### src/rtl/hwlock_pkg.sv
package hwlock_pkg;

    // Lock operation decoded from a bus write
    typedef enum logic [1:0] {
        LK_IDLE = 2'd0,
        LK_TAKE = 2'd1,
        LK_DROP = 2'd2
    } lk_op_e;

endpackage

### src/rtl/hwlock_decode.sv
module hwlock_decode
    import hwlock_pkg::*;
#(
    parameter int ADDR_W   = 4,
    parameter int DATA_W   = 32,
    parameter int ID_W     = 3,
    parameter int ACQ_OFS  = 0,
    parameter int REL_OFS  = 4,
    parameter int STAT_OFS = 8
) (
    input  logic              bus_wr,
    input  logic              bus_rd,
    input  logic [ADDR_W-1:0] bus_addr,
    input  logic [DATA_W-1:0] bus_wdata,
    output lk_op_e            op,
    output logic [ID_W-1:0]   req_id,
    output logic              req_flag,
    output logic              rd_state,
    output logic              rd_any
);
    localparam int ID_LSB  = DATA_W - ID_W;
    localparam int REQ_BIT = ID_LSB - 1;
    localparam logic [ADDR_W-1:0] ACQ_A  = ADDR_W'(ACQ_OFS);
    localparam logic [ADDR_W-1:0] REL_A  = ADDR_W'(REL_OFS);
    localparam logic [ADDR_W-1:0] STAT_A = ADDR_W'(STAT_OFS);

    logic wdata_unused;
    assign wdata_unused = ^bus_wdata[REQ_BIT-1:0];

    always_comb begin
        op = LK_IDLE;
        if (bus_wr) begin
            if (bus_addr == ACQ_A)      op = LK_TAKE;
            else if (bus_addr == REL_A) op = LK_DROP;
        end
        req_id   = bus_wdata[DATA_W-1:ID_LSB];
        req_flag = bus_wdata[REQ_BIT];
        rd_state = bus_rd && (bus_addr == STAT_A);
        rd_any   = bus_rd;
    end

    // only the two write offsets produce an operation
    always_comb begin
        if (bus_wr && bus_addr != ACQ_A && bus_addr != REL_A)
            dec_unmapped_idle_chk: assert (op == LK_IDLE);
    end

endmodule

### src/rtl/hwlock_owner.sv
module hwlock_owner
    import hwlock_pkg::*;
#(
    parameter int ID_W = 3
) (
    input  logic            clk,
    input  logic            rst_n,
    input  lk_op_e          op,
    input  logic [ID_W-1:0] req_id,
    input  logic            req_flag,
    output logic            held,
    output logic [ID_W-1:0] owner
);
    typedef struct packed {
        logic            held;
        logic [ID_W-1:0] owner;
    } lk_state_t;

    lk_state_t st_d, st_q;

    always_comb begin
        st_d = st_q;
        unique case (op)
            LK_TAKE: begin
                if (req_flag && !st_q.held) begin
                    st_d.held  = 1'b1;
                    st_d.owner = req_id;
                end
            end
            LK_DROP: begin
                if (req_flag && st_q.held && req_id == st_q.owner) begin
                    st_d.held  = 1'b0;
                    st_d.owner = '0;
                end
            end
            default: ;
        endcase
    end

    always_ff @(posedge clk or negedge rst_n) begin
        if (!rst_n) st_q <= '0;
        else        st_q <= st_d;
    end

    assign held  = st_q.held;
    assign owner = st_q.owner;


    grant_on_free_chk: assert property (@(posedge clk) disable iff (!rst_n)
        (op == LK_TAKE && req_flag && !st_q.held)
        |=> (st_q.held && st_q.owner == $past(req_id)));


    held_claim_refused_chk: assert property (@(posedge clk) disable iff (!rst_n)
        (op == LK_TAKE && st_q.held) |=> (st_q.held && $stable(st_q.owner)));


    flagless_claim_ignored_chk: assert property (@(posedge clk) disable iff (!rst_n)
        (op == LK_TAKE && !req_flag) |=> ($stable(st_q.held) && $stable(st_q.owner)));


    owner_release_chk: assert property (@(posedge clk) disable iff (!rst_n)
        (op == LK_DROP && req_flag && st_q.held && req_id == st_q.owner)
        |=> (!st_q.held && st_q.owner == '0));


    foreign_release_ignored_chk: assert property (@(posedge clk) disable iff (!rst_n)
        (op == LK_DROP && st_q.held && (!req_flag || req_id != st_q.owner))
        |=> (st_q.held && $stable(st_q.owner)));


    free_release_ignored_chk: assert property (@(posedge clk) disable iff (!rst_n)
        (op == LK_DROP && !st_q.held) |=> !st_q.held);


    idle_keeps_state_chk: assert property (@(posedge clk) disable iff (!rst_n)
        (op == LK_IDLE) |=> ($stable(st_q.held) && $stable(st_q.owner)));

endmodule

### src/rtl/hwlock_status.sv
module hwlock_status #(
    parameter int DATA_W = 32,
    parameter int ID_W   = 3
) (
    input  logic              clk,
    input  logic              rst_n,
    input  logic              rd_state,
    input  logic              rd_any,
    input  logic              held,
    input  logic [ID_W-1:0]   owner,
    output logic [DATA_W-1:0] rdata
);
    localparam int ID_LSB  = DATA_W - ID_W;
    localparam int REQ_BIT = ID_LSB - 1;

    typedef struct packed {
        logic [DATA_W-1:0] word;
    } rd_state_t;

    rd_state_t rd_d, rd_q;

    always_comb begin
        rd_d = rd_q;
        if (rd_state)    rd_d.word = {owner, held, {REQ_BIT{1'b0}}};
        else if (rd_any) rd_d.word = '0;
    end

    always_ff @(posedge clk or negedge rst_n) begin
        if (!rst_n) rd_q <= '0;
        else        rd_q <= rd_d;
    end

    assign rdata = rd_q.word;


    low_bits_zero_chk: assert property (@(posedge clk) disable iff (!rst_n)
        rd_q.word[REQ_BIT-1:0] == '0);


    state_read_chk: assert property (@(posedge clk) disable iff (!rst_n)
        rd_state |=> (rd_q.word[DATA_W-1:ID_LSB] == $past(owner)
                      && rd_q.word[REQ_BIT] == $past(held)));

endmodule

### src/rtl/hwlock_reg.sv
module hwlock_reg
    import hwlock_pkg::*;
#(
    parameter int ADDR_W   = 4,
    parameter int DATA_W   = 32,
    parameter int ID_W     = 3,
    parameter int ACQ_OFS  = 0,
    parameter int REL_OFS  = 4,
    parameter int STAT_OFS = 8
) (
    input  logic              clk,
    input  logic              rst_n,
    input  logic              bus_wr,
    input  logic              bus_rd,
    input  logic [ADDR_W-1:0] bus_addr,
    input  logic [DATA_W-1:0] bus_wdata,
    output logic [DATA_W-1:0] bus_rdata
);
    lk_op_e          op;
    logic [ID_W-1:0] req_id;
    logic            req_flag;
    logic            rd_state;
    logic            rd_any;
    logic            held;
    logic [ID_W-1:0] owner;

    hwlock_decode #(
        .ADDR_W(ADDR_W), .DATA_W(DATA_W), .ID_W(ID_W),
        .ACQ_OFS(ACQ_OFS), .REL_OFS(REL_OFS), .STAT_OFS(STAT_OFS)
    ) i_decode (
        .bus_wr(bus_wr), .bus_rd(bus_rd), .bus_addr(bus_addr), .bus_wdata(bus_wdata),
        .op(op), .req_id(req_id), .req_flag(req_flag),
        .rd_state(rd_state), .rd_any(rd_any)
    );

    hwlock_owner #(.ID_W(ID_W)) i_owner (
        .clk(clk), .rst_n(rst_n), .op(op), .req_id(req_id), .req_flag(req_flag),
        .held(held), .owner(owner)
    );

    hwlock_status #(.DATA_W(DATA_W), .ID_W(ID_W)) i_status (
        .clk(clk), .rst_n(rst_n), .rd_state(rd_state), .rd_any(rd_any),
        .held(held), .owner(owner), .rdata(bus_rdata)
    );


    reset_free_chk: assert property (@(posedge clk) disable iff (!rst_n)
        $rose(rst_n) |-> (!held && owner == '0));

endmodule

### config.mk
export PLATFORM = sky130hd
export DESIGN_NAME = hwlock_reg
export DESIGN_NICKNAME = d
export VERILOG_FILES = /design/src/rtl/hwlock_pkg.sv /design/src/rtl/hwlock_decode.sv /design/src/rtl/hwlock_owner.sv /design/src/rtl/hwlock_status.sv /design/src/rtl/hwlock_reg.sv
export SDC_FILE = /design/constraint.sdc
export NUM_CORES = 1
export LEC_CHECK = 0
export ABC_AREA = 1
export ABC_CLOCK_PERIOD_IN_PS = 1500
export BUFFER_PORTS_ARGS = -buffer_cell sky130_fd_sc_hd__buf_4
export CORE_MARGIN = 2
export CORE_UTILIZATION = 30
export CTS_BUF_LIST = sky130_fd_sc_hd__clkbuf_8
export DETAILED_ROUTE_END_ITERATION = 16
export PLACE_DENSITY = 0.71
export SLEW_MARGIN = 20
export SYNTH_ARGS = -nofsm -noshare
export SYNTH_HDL_FRONTEND = slang
export SYNTH_SLANG_ARGS = --single-unit
### constraint.sdc
create_clock -name clk -period 1.5 [get_ports clk]
set_input_delay 0.15 -clock clk [delete_from_list [all_inputs] [get_ports clk]]
set_output_delay 0.15 -clock clk [all_outputs]
set_load 0.05 [all_outputs]
==> impl_metrics.yaml, run 1 <==
status:
  run_status: "completed"
grt:
  top_usage_layer: "met2"
  grt_use_met3: 0.0351
  gr-usage-met2: 0.139
  antenna_found_initial: 0
  grt_pass1_vias: 400
  grt_first_pass_wirelength_mm: 1.63
  grtUsageTotal: 0.0906
  grt_use_met1: 0.0955
  grt_start_max_net_pins: 9
  grt_overflow: 0
worst_setup_path:
  max_stage_delay_ps: 390
  cp_num_buf_inv: 1
  cp_max_fo: 5
  crit_family: "simple AND/OR/NAND/NOR gates"
  cp-start-kind: "flop"
  r2r_start: "i_owner.held$_DFFE_PN0P_"
  end_kind: "flop"
  worst-setup-path-type: "reg2reg"
  cp_common_cell: "nand2_1"
  path_cells: "inv_1 -> o21ai_0 -> nor3_4 -> nand2_2 -> nand2_1 -> nand2_1"
  crit_start: "i_owner.held$_DFFE_PN0P_"
  critical_path_arrival_ps: 1310
  critPathRequiredTime_ps: 1620
  slowest_stage: "dfrtp_1"
timing:
  fmax_mhz: 841
  setup_tns_ps: 0
  fin_ws_ps: 311
  drv_slew: 0
  setup_viol: 0
  fin_crit_ps: 1190
  rsz0062_at_grt: "false"
  finalCritPeriodShare: 0.793
  clock_skew_ps: 4.13
  final_hold_viol_count: 0
  hold_slack_ps: 137
power_and_ir_drop:
  ir_drop_mv: 0.295
  power.density_nw_per_um2: 1060
  total_power_mw: 0.797
  p_leak_nw: 0.445
synthesis:
  synth_cells: 92
  yosysWarnings: 0
  synth_area_per_cell_sq_um: 7.22
  yosysUniqueCellTypes: 14
  yosysSeqAreaShare: 0.301
  syn_area_sq_um: 664
  synth-seq-cells: 8
drt:
  drcViolationCount: 0
  firstDrtPassIters: 4
  drt-total-wl_mm: 1.05
  routed_via_density: 3.68
  drt_iter0_drc: 12
  wire_per_inst_um: 7.57
  ant_nets: 0
  vias: 508
cells_and_area:
  final_common_cell: "conb_1"
  final_cell_area_sq_um: 754
  diodes: 0
  drive_above_1_share: 0.200
  fin_cells: 138
  num-nets-final: 152
  syn2layout_area_growth_pct: 13.6
  fin_util: 0.351
  fill_cells: 225
  final_cell_mix: "conb_1, nand2_1, inv_1, buf_4, dfrtp_1"
cts:
  cts_hold_buf: 1
  h-tree-depth: 1
  clk_pin_slew_worst_paths_ps: 40
  root_buffer: "clkbuf_8"
  cts_resized: 0
  cts_buffers: 3
  clock_sinks: 8
  clkLatencyLatePin_ps: 240
  cts_setup_buffers: 0
  clk_path_buf_depth: 2
  cts_tree: "yes"
floorplanning:
  dieHeight_um: 51.1
  die-area_sq_um: 2610
  core_sq_um: 2150
  die_w_um: 51.1
  start_util: 0.309
  ioPinCount: 72
  rows: 17
place:
  pre_cts_slack_ps: 317
  globalplace.congestion: 0.792
  dp_hpwl_um: 871
  dpl.cell_count: 134
  placedInstanceArea_sq_um: 703
  port_buffers: 15
hold_path:
  hold_start: "bus_rd"
  min_path_type: "in2reg"
run:
  cap_viol_max_count: 0
-- worst paths after layout --
kind / cells after the start / slack (ps) / to
max: 6 / 310 / i_owner.owner[0]$_DFFE_PN0P_
min in group asynchronous: 2 / 260 / i_status.rdata[30]$_DFFE_PN0P_
min: 2 / 140 / i_status.rdata[30]$_DFFE_PN0P_
max in group asynchronous: 2 / 1100 / i_owner.owner[2]$_DFFE_PN0P_
min reg2reg: 2 / 470 / i_owner.owner[2]$_DFFE_PN0P_
max reg2reg: 6 / 310 / i_owner.owner[0]$_DFFE_PN0P_
-- report_power, final --
group / switching [mW] / leakage (nW) / internal [mW]
combinational: 0.221 / 0.316 / 0.0510
clock: 0.0958 / 0.0216 / 0.175
sequential: 0.0148 / 0.108 / 0.239
-- metal layers --
| metal | vias up | part of all wire |
|---|---|---|
| li1 | 259 | - |
| met1 | 223 | 0.37 |
| met2 | 23 | 0.51 |
| met3 | 3 | 0.099 |
| met4 | 0 | 0.028 |
| met5 | - | 0 |
-- synth_stat cells --
| cell type | count | area share |
|---|---|---|
| nor3_4 | 1 | 0.024 |
| nand2_1 | 22 | 0.12 |
| conb_1 | 1 | 0.0056 |
| inv_2 | 1 | 0.0056 |
| dfrtp_1 | 8 | 0.30 |
| nand4_1 | 2 | 0.019 |
| nor2_4 | 1 | 0.017 |
| nand3_1 | 4 | 0.030 |
| buf_4 | 28 | 0.32 |
| nand2_2 | 1 | 0.0094 |
| nor2_1 | 3 | 0.017 |
| inv_1 | 15 | 0.085 |
| o22ai_1 | 4 | 0.038 |
| o21ai_0 | 1 | 0.0075 |
-- worst reg2reg max path, delay by kind of cell, from the launching register on --
kind / cells / cell delay (ps)
compound gates: 1 / 130
buf+inv: 1 / 80
flops: 1 / 390
simple gates: 4 / 480
-- registers in the layout, indices dropped and copies added (netlist names) --
| name | flops |
|---|---|
| i_owner.held | 1 |
| i_owner.owner | 3 |
| i_status.rdata | 4 |
-- cell type report --
cell class / count / area (sq um) / share of cell area
clock buffers: 3 / 41.3 / 0.0547
repair buffers: 16 / 123 / 0.163
multi-input cells: 67 / 295 / 0.391
inverters: 16 / 60.1 / 0.0796
well taps: 28 / 35.0 / 0.0464
flip-flops and latches: 8 / 200 / 0.265
-- cells by family after synthesis --
family,Yosys count,synth area share
AO/OA/AOI/OAI,5,0.0452
buffers and inverters,44,0.407
flip-flops,8,0.301
other,1,0.00564
AND/OR/NAND/NOR,34,0.241
No activity file was read; power rests on OpenSTA's default activity.
==> inputs of run 2 (changes only) <==
ABC_CLOCK_PERIOD_IN_PS = 1200   (was 1500)
clock period = 1.2 ns   (was 1.5 ns; I/O delays follow)
==> run 2 against run 1 <==
Combinational power increased by 27%. Fmax increased by 2.9%. Critical path type unchanged. Largest cell class unchanged. Worst setup slack got worse by 270 ps. Critical endpoint is now i_owner.owner[2]$_DFFE_PN0P_. Sequential share of layout area decreased by 0.48 points.
==> impl_metrics.yaml, run 2 (synthesis results as in run 1) <==
cts:
  clkLatencyLatePin_ps: 240
  clk_path_buf_depth: 2
  cts_tree: "yes"
  cts_buffers: 3
  root_buffer: "clkbuf_8"
  clock_sinks: 8
  clk_pin_slew_worst_paths_ps: 40
  h-tree-depth: 1
cells_and_area:
  syn2layout_area_growth_pct: 15.6
  final_cell_mix: "conb_1, nand2_1, buf_4, inv_1, dfrtp_1"
  fill_cells: 222
  diodes: 0
  drive_above_1_share: 0.234
  largest_reg_flops: 4
  fin_cells: 139
  final_cell_area_sq_um: 768
  final_common_cell: "conb_1"
  num-nets-final: 153
timing:
  setup_tns_ps: 0
  final_hold_viol_count: 0
  setup_viol: 0
  fmax_mhz: 866
  finalCritPeriodShare: 0.963
  fin_ws_ps: 44.8
  clock_skew_ps: 3.83
  drv_slew: 0
  fin_crit_ps: 1160
drt:
  ant_nets: 0
  route.top_layer_used: "met4"
  dr_wl_met2_um: 531
  drcViolationCount: 0
  drt_iter0_drc: 8
  vias: 513
  wire_per_inst_um: 7.73
  routed_via_density: 3.69
  drt-total-wl_mm: 1.07
  firstDrtPassIters: 6
  route.met3.wl_um: 109
  wl_met1_um: 404
worst_setup_path:
  cp_max_fo: 4
  worst-setup-path-type: "reg2reg"
  critPathRequiredTime_ps: 1370
  critical_path_arrival_ps: 1330
  cp-start-kind: "flop"
  end_kind: "flop"
power_and_ir_drop:
  ir_drop_mv: 0.372
  p_leak_nw: 0.451
  power.density_nw_per_um2: 1310
  total_power_mw: 1.00
grt:
  grt_pass1_vias: 400
  grtUsageTotal: 0.0906
  antenna_found_initial: 0
  grt_overflow: 0
  grt_first_pass_wirelength_mm: 1.63
  grt_start_max_net_pins: 9
place:
  pre_cts_slack_ps: 16.5
  dpl.cell_count: 134
  port_buffers: 15
  dp_hpwl_um: 871
  placedInstanceArea_sq_um: 703
  globalplace.congestion: 0.792
floorplanning:
  core_sq_um: 2150
  die_w_um: 51.1
  rows: 17
  die-area_sq_um: 2610
  ioPinCount: 72
  dieHeight_um: 51.1
  start_util: 0.309
status:
  run_status: "completed"
run:
  cap_viol_max_count: 0
hold_path:
  min_path_type: "in2reg"
run 2: cell types whose count changed in the layout (fill, tap and decap cells not counted), sizes merged:
cell	delta
buf	+1
run 2: per-stage QoR:
step                       util  hold WS [ps]
after CTS                 0.351           114
after detailed placement  0.327         -53.5
after floorplan               -          -176
after global routing      0.358           118
final                     0.358           107
after global placement    0.327         -60.1
run 2: worst max-delay path, stage by stage, from the launching register on:
cell	delay (ps)
dfrtp_1	400
inv_2	70
o21ai_2	60
nor3_4	260
buf_4	160
nand3_1	70
nand2_1	70
run 2: path summary, 6_finish.rpt:
check | from | end | slack (ps) | cells past startpoint
min reg2reg | i_owner.owner[2]$_DFFE_PN0P_ | i_owner.owner[2]$_DFFE_PN0P_ | 470 | 2
max reg2reg | i_owner.held$_DFFE_PN0P_ | i_owner.owner[2]$_DFFE_PN0P_ | 40 | 6
max | i_owner.held$_DFFE_PN0P_ | i_owner.owner[2]$_DFFE_PN0P_ | 40 | 6
min | bus_rd | i_status.rdata[30]$_DFFE_PN0P_ | 110 | 2
max in group asynchronous | rst_n | i_owner.owner[2]$_DFFE_PN0P_ | 830 | 2
min in group asynchronous | rst_n | i_status.rdata[30]$_DFFE_PN0P_ | 230 | 2
run 2: routing by layer:
| metal | global-route usage | vias up |
|---|---|---|
| li1 | - | 260 |
| met1 | 0.0955 | 227 |
| met2 | 0.139 | 23 |
| met3 | 0.0351 | 3 |
| met4 | 0.0811 | 0 |
| met5 | 0 | - |
run 2: repair_timing:
item / in CTS / in global routing
hold endpoints to repair: 8 / 0
hold buffers: 1 / 0
gates resized for setup: 0 / 4
buffers inserted: 0 / 1
endpoints found under the setup margin: 0 / 4
run 2: final cells by class:
cell class              instances  area [sq um]  share of cell area
clock buffers                   3          41.3              0.0537
multi-input cells              67           302               0.393
flip-flops and latches          8           200               0.261
well taps                      28          35.0              0.0456
repair buffers                 17           130               0.169
inverters                      16          60.1              0.0782
run 2: power by group:
part / total [mW] / switching, mW / internal [mW]
Clock: 0.339 / 0.121 / 0.219
Sequential: 0.318 / 0.0198 / 0.299
Combinational: 0.346 / 0.280 / 0.0658
==> inputs of run 3 (changes only) <==
CORE_UTILIZATION = 35   (was 30)
PLACE_DENSITY = 0.81   (was 0.71)
==> run 3 against run 2 <==
Non-clock buffer count is 2 higher. Register-to-register slack hardly changed. Via count grew 3.9%. Sequential cell count unchanged. Sequential share of layout area decreased by 0.58 points. First-iteration DRC count decreased by 75%. Clock power fell by 4%. Count of clock-buffer cells in the layout unchanged. Final area up 2.3%. Total power increased by 0.78%.
==> impl_metrics.yaml, run 3 (synthesis results as in run 1) <==
timing:
  fin_crit_ps: 1150
  fin_ws_ps: 54.9
  fmax_mhz: 873
  drv_slew: 0
  final_hold_viol_count: 0
  clock_skew_ps: 4.37
  finalCritPeriodShare: 0.954
  setup_tns_ps: 0
  setup_viol: 0
cts:
  h-tree-depth: 1
  root_buffer: "clkbuf_8"
  clkLatencyLatePin_ps: 230
  clock_sinks: 8
  cts_buffers: 3
  clk_path_buf_depth: 2
  cts_tree: "yes"
  clk_pin_slew_worst_paths_ps: 40
grt:
  grt_start_max_net_pins: 9
  grt_first_pass_wirelength_mm: 1.59
  grt_pass1_vias: 436
  grt_overflow: 0
  grtUsageTotal: 0.104
  antenna_found_initial: 0
cells_and_area:
  final_cell_area_sq_um: 786
  final_cell_mix: "conb_1, nand2_1, buf_4, inv_1, dfrtp_1"
  fin_util: 0.445
  diodes: 0
  fin_cells: 138
  drive_above_1_share: 0.265
  syn2layout_area_growth_pct: 18.3
  final_common_cell: "conb_1"
  num-nets-final: 155
  fill_cells: 187
  largest_reg_flops: 4
worst_setup_path:
  critPathRequiredTime_ps: 1320
  r2r_start: "i_owner.held$_DFFE_PN0P_"
  end_kind: "flop"
  rrSetupSlack_ps: 50
  critical_path_arrival_ps: 1260
  r2r-end: "i_owner.held$_DFFE_PN0P_"
  worst-setup-path-type: "reg2reg"
  cp-start-kind: "flop"
  cp_max_fo: 4
  reg2reg_depth: 6
floorplanning:
  rows: 15
  core_sq_um: 1760
  ioPinCount: 72
  die_w_um: 47.6
  start_util: 0.377
  die-area_sq_um: 2260
  dieHeight_um: 47.6
power_and_ir_drop:
  p_leak_nw: 0.461
  power.density_nw_per_um2: 1290
  ir_drop_mv: 0.739
hold_path:
  min_path_type: "in2reg"
  hold_start: "bus_rd"
  min_to: "i_status.rdata[29]$_DFFE_PN0P_"
  whs_path_depth: 2
drt:
  drt-total-wl_mm: 1.18
  drt_iter0_drc: 2
  firstDrtPassIters: 4
  wl_met1_um: 447
  dr_wl_met2_um: 607
  vias: 533
  routed_via_density: 3.86
  route.met3.wl_um: 127
  route.top_layer_used: "met3"
  ant_nets: 0
  drcViolationCount: 0
  wire_per_inst_um: 8.57
place:
  globalplace.congestion: 0.758
  dp_hpwl_um: 926
  port_buffers: 15
  pre_cts_slack_ps: 41.9
  dpl.cell_count: 131
  placedInstanceArea_sq_um: 699
status:
  run_status: "completed"
run:
  cap_viol_max_count: 0
==> run 3: through the flow <==
| step | hold WS, ps | power (mW) |
|---|---|---|
| global placement | -59.3 | 0.654 |
| floorplan | -176 | 0.668 |
| CTS | 126 | 0.990 |
| detailed placement | -54.4 | 0.662 |
| finish | 130 | 1.01 |
| global route | 129 | 1.05 |
==> run 3: worst max path at each step <==
| stage | start | end | slack, ps | cells after the start |
|---|---|---|---|---|
| floorplan | i_owner.held$_DFFE_PN0P_ | i_owner.held$_DFFE_PN0P_ | 160 | 6 |
| global placement | i_owner.held$_DFFE_PN0P_ | i_owner.owner[2]$_DFFE_PN0P_ | 60 | 6 |
| detailed placement | i_owner.held$_DFFE_PN0P_ | i_owner.owner[2]$_DFFE_PN0P_ | 40 | 6 |
| CTS | i_owner.held$_DFFE_PN0P_ | i_owner.owner[2]$_DFFE_PN0P_ | 30 | 6 |
| global route | i_owner.held$_DFFE_PN0P_ | i_owner.owner[0]$_DFFE_PN0P_ | -20 | 6 |
| finish | i_owner.held$_DFFE_PN0P_ | i_owner.held$_DFFE_PN0P_ | 50 | 6 |
==> run 3: power by group <==
part           total (mW)  switching, mW  internal (mW)  leakage, nW
registers           0.318         0.0188          0.299        0.108
clock network       0.324          0.107          0.217       0.0216
logic               0.370          0.292         0.0778        0.332
==> run 3: worst max-delay path: stages (launching register included) <==
cell and delay (ps):
dfrtp_1 370, inv_1 100, o21ai_2 70, nor3_4 250
nand2_2 110, nand2_1 80, nand2_1 50
==> run 3: layer usage <==
layer | vias up | GRT usage
met4 | 0 | 0.0324
met2 | 27 | 0.192
met3 | 0 | 0.0566
li1 | 263 | -
met5 | - | 0
met1 | 243 | 0.0982
==> run 3: timing repair <==
item	4_1_cts	5_1_grt
buffers inserted	0	3
setup endpoints to repair	0	4
endpoints found under the hold margin	8	0
gates resized for setup	0	7
hold buffers	1	0
==> run 3: final cells by class <==
| class | instances | area, sq um | share of cell area |
|---|---|---|---|
| clock buffer | 3 | 41.3 | 0.0525 |
| sequential | 8 | 200 | 0.255 |
| timing repair buffer | 19 | 149 | 0.189 |
| tap | 25 | 31.3 | 0.0398 |
| multi-input combinational | 67 | 304 | 0.387 |
| inverter | 16 | 60.1 | 0.0764 |
